<file path="src/rtl/tick_timer_pkg.sv">
// Package: shared widths and the per-edge action of the count register.
// Assumes: consumed by every module of the tick_timer block.
package tick_timer_pkg;

    localparam int DEF_CNT_W = 16;
    localparam int DEF_SCL_W = 8;

    // What the count register does at the coming edge
    typedef enum logic [1:0] {
        ACT_HOLD   = 2'd0,
        ACT_LOAD   = 2'd1,
        ACT_DEC    = 2'd2,
        ACT_RELOAD = 2'd3
    } cnt_act_e;

endpackage

</file>
<file path="src/rtl/tick_timer_regs.sv">
// Module: holds the period and scale registers written by software.
// Assumes: write strobes are single-cycle qualified; values are used as-is.
module tick_timer_regs #(
    parameter int CNT_W = tick_timer_pkg::DEF_CNT_W,
    parameter int SCL_W = tick_timer_pkg::DEF_SCL_W
) (
    input  logic             clk,
    input  logic             rst_n,
    input  logic             per_wr,
    input  logic [CNT_W-1:0] per_wdata,
    input  logic             scl_wr,
    input  logic [SCL_W-1:0] scl_wdata,
    output logic [CNT_W-1:0] period,
    output logic [SCL_W-1:0] scale
);

    // Period register: captured on its write strobe
    always_ff @(posedge clk) begin
        if (!rst_n) begin
            period <= '0;
        end else if (per_wr) begin
            period <= per_wdata;
        end
    end

    // Scale register: captured on its write strobe
    always_ff @(posedge clk) begin
        if (!rst_n) begin
            scale <= '0;
        end else if (scl_wr) begin
            scale <= scl_wdata;
        end
    end

endmodule

</file>
<file path="src/rtl/tick_timer_prescaler.sv">
// Module: divides the clock by scale+1 and emits a one-cycle tick.
// Assumes: restart has priority over counting and reloads the full interval;
//          the scale value is sampled only when the interval restarts.
module tick_timer_prescaler #(
    parameter int SCL_W = tick_timer_pkg::DEF_SCL_W
) (
    input  logic             clk,
    input  logic             rst_n,
    input  logic             enable,
    input  logic             restart,
    input  logic [SCL_W-1:0] scale,
    output logic             tick
);

    logic [SCL_W-1:0] left_q;
    logic             expired;

    // Interval ends when the remaining-cycle count sits at zero
    always_comb begin
        expired = (left_q == '0);
        tick    = enable && !restart && expired;
    end

    // Remaining-cycle counter: restart, reload on expiry, or step down
    always_ff @(posedge clk) begin
        if (!rst_n) begin
            left_q <= '0;
        end else if (restart) begin
            left_q <= scale;
        end else if (enable) begin
            if (expired) begin
                left_q <= scale;
            end else begin
                left_q <= left_q - 1'b1;
            end
        end
    end

endmodule

</file>
<file path="src/rtl/tick_timer_counter.sv">
// Module: 16-bit down counter with reload from period and interrupt pulse.
// Assumes: a write beats a tick; reload happens on a tick that sees zero.
module tick_timer_counter
    import tick_timer_pkg::*;
#(
    parameter int CNT_W = DEF_CNT_W
) (
    input  logic             clk,
    input  logic             rst_n,
    input  logic             tick,
    input  logic             wr,
    input  logic [CNT_W-1:0] wdata,
    input  logic [CNT_W-1:0] period,
    output logic [CNT_W-1:0] count,
    output logic             irq
);

    cnt_act_e act;

    // Choose this edge's action in priority order
    always_comb begin
        if (wr) begin
            act = ACT_LOAD;
        end else if (tick) begin
            act = (count == '0) ? ACT_RELOAD : ACT_DEC;
        end else begin
            act = ACT_HOLD;
        end
    end

    // Count register update
    always_ff @(posedge clk) begin
        if (!rst_n) begin
            count <= '0;
        end else begin
            case (act)
                ACT_LOAD:   count <= wdata;
                ACT_RELOAD: count <= period;
                ACT_DEC:    count <= count - 1'b1;
                default:    count <= count;
            endcase
        end
    end

    // Interrupt pulse aligned with the reloaded count
    always_ff @(posedge clk) begin
        if (!rst_n) begin
            irq <= 1'b0;
        end else begin
            irq <= (act == ACT_RELOAD);
        end
    end

endmodule

</file>
<file path="src/rtl/tick_timer.sv">
// Module: top of the prescaled periodic interval timer.
// Assumes: software drives single-cycle write strobes; enable is a level.
module tick_timer
    import tick_timer_pkg::*;
#(
    parameter int CNT_W = DEF_CNT_W,
    parameter int SCL_W = DEF_SCL_W
) (
    input  logic             clk,
    input  logic             rst_n,
    input  logic             enable,
    input  logic             cnt_wr,
    input  logic [CNT_W-1:0] cnt_wdata,
    input  logic             per_wr,
    input  logic [CNT_W-1:0] per_wdata,
    input  logic             scl_wr,
    input  logic [SCL_W-1:0] scl_wdata,
    output logic [CNT_W-1:0] count,
    output logic             irq
);

    logic [CNT_W-1:0] period_w;
    logic [SCL_W-1:0] scale_w;
    logic             tick_w;

    tick_timer_regs #(.CNT_W(CNT_W), .SCL_W(SCL_W)) u_regs (
        .clk       (clk),
        .rst_n     (rst_n),
        .per_wr    (per_wr),
        .per_wdata (per_wdata),
        .scl_wr    (scl_wr),
        .scl_wdata (scl_wdata),
        .period    (period_w),
        .scale     (scale_w)
    );

    tick_timer_prescaler #(.SCL_W(SCL_W)) u_pre (
        .clk     (clk),
        .rst_n   (rst_n),
        .enable  (enable),
        .restart (cnt_wr),
        .scale   (scale_w),
        .tick    (tick_w)
    );

    tick_timer_counter #(.CNT_W(CNT_W)) u_cnt (
        .clk    (clk),
        .rst_n  (rst_n),
        .tick   (tick_w),
        .wr     (cnt_wr),
        .wdata  (cnt_wdata),
        .period (period_w),
        .count  (count),
        .irq    (irq)
    );

endmodule

</file>
<file path="config.mk">
export PLATFORM = sky130hd
export DESIGN_NAME = tick_timer
export DESIGN_NICKNAME = d
export VERILOG_FILES = /design/src/rtl/tick_timer_pkg.sv /design/src/rtl/tick_timer_regs.sv /design/src/rtl/tick_timer_prescaler.sv /design/src/rtl/tick_timer_counter.sv /design/src/rtl/tick_timer.sv
export SDC_FILE = /design/constraint.sdc
export NUM_CORES = 1
export LEC_CHECK = 0
export BUFFER_PORTS_ARGS = -buffer_cell sky130_fd_sc_hd__buf_2
export CAP_MARGIN = 10
export CELL_PAD_IN_SITES_DETAIL_PLACEMENT = 2
export CELL_PAD_IN_SITES_GLOBAL_PLACEMENT = 2
export CORE_AREA = 2 2 91 93
export DETAILED_ROUTE_END_ITERATION = 10
export DIE_AREA = 0 0 93 95
export GPL_TIMING_DRIVEN = 0
export PLACE_DENSITY_LB_ADDON = 0.1
export SLEW_MARGIN = 20
export SYNTH_ARGS = -nofsm -noshare
export SYNTH_HDL_FRONTEND = slang
export SYNTH_SLANG_ARGS = --single-unit
</file>
<file path="constraint.sdc">
create_clock -name clk -period 5.7 [get_ports clk]
set_input_delay 0.285 -clock clk [delete_from_list [all_inputs] [get_ports clk]]
set_output_delay 0.285 -clock clk [all_outputs]
set_load 0.05 [all_outputs]
</file>
==> impl_metrics.env, run 1 <==
export IMPL_status="complete, no violations"
export IMPL_clock_root_buffer="clkbuf_8"
export IMPL_cts_sinks=49
export IMPL_grt_usage=0.201
export IMPL_postCtsSetupBuffers=0
export IMPL_post_route_util=0.390
export IMPL_finClkSkew_ps=9.01
export IMPL_drive_gt1_frac=0.208
export IMPL_setup_tns_final_ps=0
export IMPL_synth_edf_count=0
export IMPL_worstPathArrival_ps=2820
export IMPL_p_sw_uw=354
export IMPL_antenna_left=0
export IMPL_rsz0062_at_grt="false"
export IMPL_routabilityCongestion=0.748
export IMPL_power_density_nw_per_um2=301
export IMPL_final_cell_area_um2=3090
export IMPL_wl_um=8470
export IMPL_busiest_layer="met2"
export IMPL_yosys_top_cells_area="dfxtp_1, mux2i_1, nor2b_1, nor2_1, o21ai_0"
export IMPL_p_clk_frac=0.224
export IMPL_hold_buffers=0
export IMPL_netlist_area_leader_share=0.379
export IMPL_vdd_drop_max_uv=96.3
export IMPL_first_global_vias=2674
export IMPL_async_flop_share=0
export IMPL_grt_start_max_net_pins=15
export IMPL_hold_class="primary input to flip-flop"
export IMPL_internal_power_uw=577
export IMPL_synthFlopType="dfxtp_1"
export IMPL_vias=2468
export IMPL_rows=33
export IMPL_min_period_ps=2570
export IMPL_seq_power_share=0.442
export IMPL_synth_nets=343
export IMPL_wl_per_cell_um=18.2
export IMPL_power_leakage_nw=1.34
export IMPL_grt_overflow_total=0
export IMPL_path_clk_slew_ps=100
export IMPL_via_per_inst=5.31
export IMPL_cts_made_buffers=5
export IMPL_start_util=0.327
export IMPL_met1_usage=0.261
export IMPL_fp_dieH_um=95
export IMPL_yosysSeqAreaShare=0.379
export IMPL_clock_latency_ps=300
export IMPL_slew_headroom=0.418
export IMPL_ys_warn_count=0
export IMPL_power_frac_comb=0.334
export IMPL_placed_cells=457
export IMPL_htreeDepth=2
export IMPL_synth_common_cells="dfxtp_1, mux2i_1, nor2b_1"
export IMPL_gr_usage_met2=0.360
export IMPL_worst_pin_slew_ps=873
export IMPL_antenna_found_initial=0
export IMPL_end_kind="flip-flop"
export IMPL_drc=0
export IMPL_ys_ff_latch=49
export IMPL_grt_pass1_wl_um=13800
export IMPL_stdcell_count=465
export IMPL_critPathLaunchType="flip-flop"
export IMPL_port_buffers=58
export IMPL_io_pins=63
export IMPL_cts_tree="built"
export IMPL_path_class="flip-flop to flip-flop"
export IMPL_synth_cells=294
export IMPL_die_w_um=93
export IMPL_min_period_over_period=0.451
export IMPL_die_area_um2=8840
export IMPL_crit_required_ps=5950
export IMPL_totalPowerFinal_uw=931
export IMPL_netlist_area_um2=2590
export IMPL_placedInstanceArea_um2=3010
export IMPL_finalSetupViolations=0
export IMPL_clockBufferDepth=2
export IMPL_core_area_um2=7930
export IMPL_yosys_area_top_type="dfxtp_1"
export IMPL_n_antenna_cell=0
export IMPL_globalRouteMet3Util=0.0287
export IMPL_clock_fmax_ghz=0.389
export IMPL_fin_nets=408
export IMPL_dp_hpwl_um=6350
export IMPL_drt_iter0_markers=105
export IMPL_path_max_fanout=8
export IMPL_firstDrtPassIters=5
export IMPL_ctsResizeCount=0
export IMPL_switching_share=0.380
export IMPL_ys_types=54
export IMPL_synth_most_common_cell="dfxtp_1"
export IMPL_maxCapViolations=0
export IMPL_postSynthAreaPerCell_um2=8.81
export IMPL_hold_viol_final=0
export IMPL_syn2layout_area_growth_pct=19.5
export IMPL_final_max_slew_violation_count=0
==> cell usage in the layout (no fill, tap or decap), types with 3 or more instances in the layout <==
| master | count |
|---|---|
| a31oi_1 | 3 |
| nor4_1 | 5 |
| o221ai_1 | 4 |
| mux2i_1 | 28 |
| buf_2 | 59 |
| a22o_1 | 4 |
| o211a_1 | 3 |
| and2_1 | 5 |
| xor2_1 | 4 |
| dfxtp_1 | 49 |
| nor2b_1 | 25 |
| a22oi_1 | 3 |
| nor3_1 | 8 |
| inv_1 | 9 |
| a21oi_1 | 12 |
| clkbuf_1 | 16 |
| or4_1 | 4 |
| o21ai_0 | 16 |
| ha_1 | 3 |
| a21boi_0 | 5 |
| or3_1 | 7 |
| nor2_1 | 22 |
| nand2b_1 | 3 |
| o211ai_1 | 5 |
| nand2_1 | 15 |
| clkbuf_8 | 5 |
==> flip-flops by register name, summed over array words and instances, names as in the netlist <==
signal / count
u_cnt.irq: 1
u_pre.left_q: 8
u_regs.scale: 8
u_regs.period: 16
u_cnt.count: 16
==> layout make-up <==
class	instances	area (um2)
fillers	952	4830
multi-input cells	219	1510
flip-flops and latches	49	981
repair buffers	58	290
well taps	105	131
clock buffers	6	72.6
plain buffers	16	61.3
inverters	10	37.5
clock inverters	2	10.0
==> metal layers <==
layer	routed length (um)	up-vias	part of all wire
met5	0	-	0
met4	44	0	0.0052
met3	249	4	0.029
met2	4230	43	0.50
met1	3940	1222	0.47
li1	-	1199	-
==> logic make-up (layout without fill, tap and decap cells) <==
| group | Yosys count | after routing | synth area share |
|---|---|---|---|
| AO/OA/AOI/OAI | 71 | 71 | 0.188 |
| flip-flops | 49 | 49 | 0.379 |
| adder cells (fa/ha/maj) | 3 | 3 | 0.0145 |
| buffers and inverters | 26 | 92 | 0.0382 |
| AND/OR/NAND/NOR | 109 | 109 | 0.243 |
| XOR/XNOR | 6 | 6 | 0.0203 |
| multiplexers | 30 | 30 | 0.117 |
==> worst max-delay path, cell delays in order (launching register included) <==
cell and delay (ps):
dfxtp_1 390, inv_1 80, ha_1 260, or4b_1 610
nor4_4 650, a21oi_1 150, o22ai_1 190, o211a_1 170
==> per-stage QoR <==
stage	setup WS [ps]	hold WS [ps]
final	3130	237
after global routing	2940	249
after CTS	3100	231
after detailed placement	3150	486
after global placement	3250	467
after floorplan	3310	450
==> power groups by stage <==
stage / Sequential (mW) / Combinational (mW) / Clock [mW]
2_1_floorplan: 0.451 / 0.184 / 0
3_3_place_gp: 0.417 / 0.301 / 0
3_5_place_dp: 0.419 / 0.311 / 0
4_1_cts: 0.411 / 0.314 / 0.218
5_1_grt: 0.418 / 0.346 / 0.228
6_report: 0.411 / 0.311 / 0.209
==> worst paths after layout <==
kind	startpoint	end	slack, ps	cells past startpoint
max reg2reg	u_cnt.count[0]	u_cnt.count[11]	3130	7
max	u_cnt.count[0]	u_cnt.count[11]	3130	7
min reg2reg	u_pre.left_q[1]	u_pre.left_q[1]	490	2
min	per_wdata[0]	u_regs.period[0]	240	3
Note: power is estimated with default switching activity, not from simulation.
==> run 2, diff against run 1 <==
--- a/config.mk
+++ b/config.mk
@@ -9,9 +9,9 @@
 export CAP_MARGIN = 10
 export CELL_PAD_IN_SITES_DETAIL_PLACEMENT = 2
 export CELL_PAD_IN_SITES_GLOBAL_PLACEMENT = 2
-export CORE_AREA = 2 2 91 93
+export CORE_AREA = 2 2 100 102
 export DETAILED_ROUTE_END_ITERATION = 10
-export DIE_AREA = 0 0 93 95
+export DIE_AREA = 0 0 102 104
 export GPL_TIMING_DRIVEN = 0
 export PLACE_DENSITY_LB_ADDON = 0.1
 export SLEW_MARGIN = 20
==> constraint.sdc (replaced) <==
create_clock -name clk -period 2.1 [get_ports clk]
set_input_delay 0.105 -clock clk [delete_from_list [all_inputs] [get_ports clk]]
set_output_delay 0.105 -clock clk [all_outputs]
set_load 0.05 [all_outputs]
==> run 2 against run 1 <==
Effect of this change:
- setup slack got worse by 3100 ps
- worst hold slack lost 190 ps
- critical path depth decreased by 2
- sequential share of layout area fell by 2.6 points
- largest cell class unchanged
- global-route usage decreased by 2.4 points
- first-iteration DRC count down 53%
==> impl_metrics.env, run 2 (synthesized netlist as in run 1, its figures left out) <==
export IMPL_status="complete, no violations"
export IMPL_fin_ws_ps=27.2
export IMPL_dpl_worst_slack_ps=-366
export IMPL_num_fill_cells=1124
export IMPL_clock_latency_ps=320
export IMPL_drt_iter0_markers=49
export IMPL_final_max_slew_violation_count=0
export IMPL_final_common_cell="buf_2"
export IMPL_finClkSkew_ps=14.7
export IMPL_setup_tns_final_ps=0
export IMPL_clockBufferDepth=2
export IMPL_end_kind="flip-flop"
export IMPL_grt_overflow_total=0
export IMPL_slew_headroom=0.404
export IMPL_min_path_cells=3
export IMPL_port_buffers=58
export IMPL_cts_tree="built"
export IMPL_layout_common_cells="buf_2, dfxtp_1, mux2i_1"
export IMPL_clock_fmax_ghz=0.482
export IMPL_worstPathArrival_ps=2280
export IMPL_power_density_nw_per_um2=801
export IMPL_final_cell_area_um2=3420
export IMPL_n_antenna_cell=0
export IMPL_core_area_um2=9550
export IMPL_reg_top3="u_cnt.count x16, u_regs.period x16"
export IMPL_maxCapViolations=0
export IMPL_hold_ws_ps=41.7
export IMPL_post_route_util=0.359
export IMPL_die_w_um=102
export IMPL_wl_per_cell_um=18.0
export IMPL_cts_made_buffers=5
export IMPL_antenna_left=0
export IMPL_critPathLaunchType="flip-flop"
export IMPL_dp_hpwl_um=6610
export IMPL_cts_sinks=49
export IMPL_path_class="flip-flop to flip-flop"
export IMPL_htreeDepth=2
export IMPL_drc=0
export IMPL_power_leakage_nw=1.44
export IMPL_finalSetupViolations=0
export IMPL_min_period_over_period=0.987
export IMPL_grt_pass1_wl_um=14600
export IMPL_reg2regPathDepth=5
export IMPL_min_period_ps=2070
export IMPL_die_area_um2=10600
export IMPL_vdd_drop_max_uv=261
export IMPL_io_pins=63
export IMPL_drive_gt1_frac=0.325
export IMPL_hold_buffers=0
export IMPL_antenna_found_initial=0
export IMPL_hold_class="primary input to flip-flop"
export IMPL_crit_required_ps=2310
export IMPL_rsz0062_at_grt="true"
export IMPL_fin_nets=417
export IMPL_placedInstanceArea_um2=3070
export IMPL_wl_um=9010
export IMPL_hold_viol_final=0
export IMPL_syn2layout_area_growth_pct=32.2
export IMPL_firstDrtPassIters=5
export IMPL_path_clk_slew_ps=100
export IMPL_grt_usage=0.177
export IMPL_worst_pin_slew_ps=894
export IMPL_vias=2497
export IMPL_grt_start_max_net_pins=15
export IMPL_rrSetupSlack_ps=30
export IMPL_clock_root_buffer="clkbuf_8"
export IMPL_routabilityCongestion=0.731
export IMPL_via_per_inst=4.97
export IMPL_rows=36
export IMPL_path_max_fanout=5
export IMPL_start_util=0.271
export IMPL_first_global_vias=2658
export IMPL_fp_dieH_um=104
run 2: repair_timing:
item / in CTS / in global routing
pin swaps: 6 / 15
resized for setup: 18 / 23
setup endpoints to repair: 18 / 16
buffers inserted: 7 / 4
run 2: routing by layer:
layer / wire (um) / track usage / vias up / share of wire
met5: 0 / 0 / - / 0
met4: 114 / 0.0457 / 0 / 0.013
met3: 281 / 0.0282 / 7 / 0.031
met2: 4280 / 0.282 / 43 / 0.47
met1: 4340 / 0.246 / 1229 / 0.48
li1: - / - / 1218 / -
run 2: through the flow:
step           std cells  power [mW]
2_1_floorplan        294        1.73
3_3_place_gp         485        1.97
3_5_place_dp         485        2.00
4_1_cts              499        2.68
5_1_grt              502        2.94
6_report             502        2.74
run 2: worst max-delay path, cell delays in order (launching register included):
cell and delay, ps:
dfxtp_2 370, or4_4 610, nor4_4 240, mux2_2 370, a222oi_1 300, nor2b_1 80
run 2: layout make-up:
cell class | instances | area [um2] | area share
multi-input combinational | 219 | 1680 | 0.491
sequential | 49 | 996 | 0.291
timing repair buffer | 69 | 380 | 0.111
tap | 133 | 166 | 0.0486
clock buffer | 8 | 90.1 | 0.0263
buffer | 14 | 71.3 | 0.0208
inverter | 10 | 40.0 | 0.0117
run 2: final timing paths:
check	startpoint	end
max	u_cnt.count[9]	u_cnt.count[14]
min	per_wdata[4]	u_regs.period[4]
max reg2reg	u_cnt.count[9]	u_cnt.count[14]
min reg2reg	u_pre.left_q[1]	u_pre.left_q[1]
run 2: power breakdown:
group          switching [mW]  internal [mW]  leakage, nW  total (mW)
clock                   0.339          0.270       0.0455       0.609
combinational           0.578          0.418        0.988       0.996
sequential              0.120           1.02        0.408        1.14
==> run 3, diff against run 2 <==
--- a/config.mk
+++ b/config.mk
@@ -9,9 +9,10 @@
 export CAP_MARGIN = 10
 export CELL_PAD_IN_SITES_DETAIL_PLACEMENT = 2
 export CELL_PAD_IN_SITES_GLOBAL_PLACEMENT = 2
-export CORE_AREA = 2 2 100 102
+export CORE_AREA = 2 2 98 100
+export CTS_BUF_LIST = sky130_fd_sc_hd__clkbuf_8
 export DETAILED_ROUTE_END_ITERATION = 10
-export DIE_AREA = 0 0 102 104
+export DIE_AREA = 0 0 100 102
 export GPL_TIMING_DRIVEN = 0
 export PLACE_DENSITY_LB_ADDON = 0.1
 export SLEW_MARGIN = 20
==> constraint.sdc (replaced) <==
create_clock -name clk -period 2.1 [get_ports clk]
set_input_delay 0.315 -clock clk [delete_from_list [all_inputs] [get_ports clk]]
set_output_delay 0.315 -clock clk [all_outputs]
set_load 0.05 [all_outputs]
==> run 3 against run 2 <==
Effect of this change:
- clock-buffer cell count fell by 3
- cell count decreased by 4.8%
- non-clock buffer count decreased by 2
- sequential power hardly changed
- setup slack improved by 3.7 ps
- power is 3.3% higher
- combinational power about the same
- core utilization up 1.6 points
- first-iteration DRC count up 61%
- critical path depth grew 2
==> impl_metrics.env, run 3 (synthesized netlist as in run 1, its figures left out) <==
export IMPL_firstDrtPassIters=4
export IMPL_status="complete, no violations"
export IMPL_path_delay_family="simple AND/OR/NAND/NOR gates"
export IMPL_wl_per_cell_um=18.9
export IMPL_power_leakage_nw=1.45
export IMPL_end_kind="flip-flop"
export IMPL_stdcell_count=478
export IMPL_min_delay_start="per_wdata[0]"
export IMPL_slowest_stage="or4_4"
export IMPL_cts_tree="built"
export IMPL_setup_tns_final_ps=0
export IMPL_antenna_found_initial=0
export IMPL_critical_path_max_stage_delay_ps=590
export IMPL_dp_hpwl_um=6600
export IMPL_critical_path_cell_chain="or4_4 -> buf_4 -> nor4_4 -> buf_4 -> a21oi_1 -> o22ai_1 -> o211a_1"
export IMPL_clock_fmax_ghz=0.483
export IMPL_syn2layout_area_growth_pct=31.8
export IMPL_hold_viol_final=0
export IMPL_fp_dieH_um=102
export IMPL_drc=0
export IMPL_rrSetupSlack_ps=30
export IMPL_min_period_ps=2070
export IMPL_placed_cells=463
export IMPL_io_pins=63
export IMPL_slew_headroom=0.419
export IMPL_grt_usage=0.184
export IMPL_die_area_um2=10200
export IMPL_finalSetupViolations=0
export IMPL_critPathLaunchType="flip-flop"
export IMPL_worstPathArrival_ps=2320
export IMPL_crit_buf_inv=2
export IMPL_fin_nets=415
export IMPL_worstReg2RegEnd="u_cnt.count[11]"
export IMPL_hold_class="primary input to flip-flop"
export IMPL_first_global_vias=2608
export IMPL_start_util=0.284
export IMPL_clockBufferDepth=2
export IMPL_min_to="u_regs.period[0]"
export IMPL_vias=2513
export IMPL_path_common_cell="buf_4"
export IMPL_final_common_cell="buf_2"
export IMPL_cts_made_buffers=5
export IMPL_reg_top3="u_cnt.count x16, u_regs.period x16"
export IMPL_n_antenna_cell=0
export IMPL_maxCapViolations=0
export IMPL_finClkSkew_ps=13.5
export IMPL_routabilityCongestion=0.731
export IMPL_clock_root_buffer="clkbuf_8"
export IMPL_layout_common_cells="buf_2, dfxtp_1, mux2i_1"
export IMPL_via_per_inst=5.26
export IMPL_grt_pass1_wl_um=14400
export IMPL_path_class="flip-flop to flip-flop"
export IMPL_worst_pin_slew_ps=872
export IMPL_drt_iter0_markers=79
export IMPL_grt_start_max_net_pins=16
export IMPL_min_period_over_period=0.985
export IMPL_reg2regPathDepth=7
export IMPL_clock_latency_ps=320
export IMPL_power_density_nw_per_um2=829
export IMPL_final_max_slew_violation_count=0
export IMPL_rows=35
export IMPL_rsz0062_at_grt="true"
export IMPL_cts_sinks=49
export IMPL_hold_buffers=0
export IMPL_path_max_fanout=6
export IMPL_vdd_drop_max_uv=297
export IMPL_timing_rr_start="u_cnt.count[8]"
export IMPL_grt_overflow_total=0
export IMPL_drive_gt1_frac=0.330
export IMPL_htreeDepth=2
export IMPL_port_buffers=58
export IMPL_antenna_left=0
export IMPL_min_path_cells=3
export IMPL_die_w_um=100
export IMPL_core_area_um2=9110
export IMPL_path_clk_slew_ps=110
export IMPL_crit_required_ps=2350
export IMPL_wl_um=9040
run 3: cell count changes in the layout (fill, tap and decap cells not counted), sizes merged:
| cell | delta |
|---|---|
| buf | -2 |
| bufinv | +1 |
| clkbuf | -3 |
| clkinv | +1 |
| inv | +1 |
run 3: final cells by class:
type                    count  area [um2]
plain buffers              14        71.3
clock buffers               5        68.8
clock inverters             3        38.8
fillers                  1049        5690
inverters                  10        37.5
multi-input cells         219        1700
flip-flops and latches     49         997
well taps                 111         139
repair buffers             67         358
run 3: power breakdown:
group | leakage [nW] | internal, mW | switching [mW]
Combinational | 0.982 | 0.413 | 0.587
Clock | 0.0593 | 0.350 | 0.343
Sequential | 0.408 | 1.02 | 0.120
Total | 1.45 | 1.78 | 1.05
run 3: worst min-delay path: stages:
cell and delay (ps):
buf_2 70, mux2i_1 50, nor2b_1 90
run 3: timing repair:
item,CTS,global route
setup endpoints to repair,19,17
gates resized for setup,26,15
hold endpoints to repair,0,0
buffers inserted,8,1
pin swaps,9,7
run 3: through the flow:
step	cell area, um2	worst slack, ps	utilization	power [mW]	hold WS (ps)
global placement	3050	-267	0.334	1.97	478
floorplan	2620	2.26	-	1.73	450
global route	3410	-73.4	0.375	3.02	266
detailed placement	3050	-316	0.334	2.00	493
CTS	3320	-33.0	0.364	2.79	248
finish	3410	30.9	0.375	2.83	250
run 3: layer usage:
| layer | wire length (um) | global-route usage |
|---|---|---|
| met1 | 4420 | 0.254 |
| met4 | 89 | 0.0411 |
| met2 | 4200 | 0.304 |
| met5 | 0 | 0 |
| met3 | 328 | 0.0294 |
run 3: worst max path at each step:
stage                              start               to  cells after the start
final                     u_cnt.count[8]  u_cnt.count[11]                      7
after global routing      u_cnt.count[1]  u_cnt.count[10]                      7
after CTS                 u_cnt.count[1]  u_cnt.count[10]                      7
after detailed placement  u_cnt.count[0]   u_cnt.count[4]                      7
after global placement    u_cnt.count[0]   u_cnt.count[4]                      7
after floorplan           u_cnt.count[4]  u_cnt.count[14]                      6
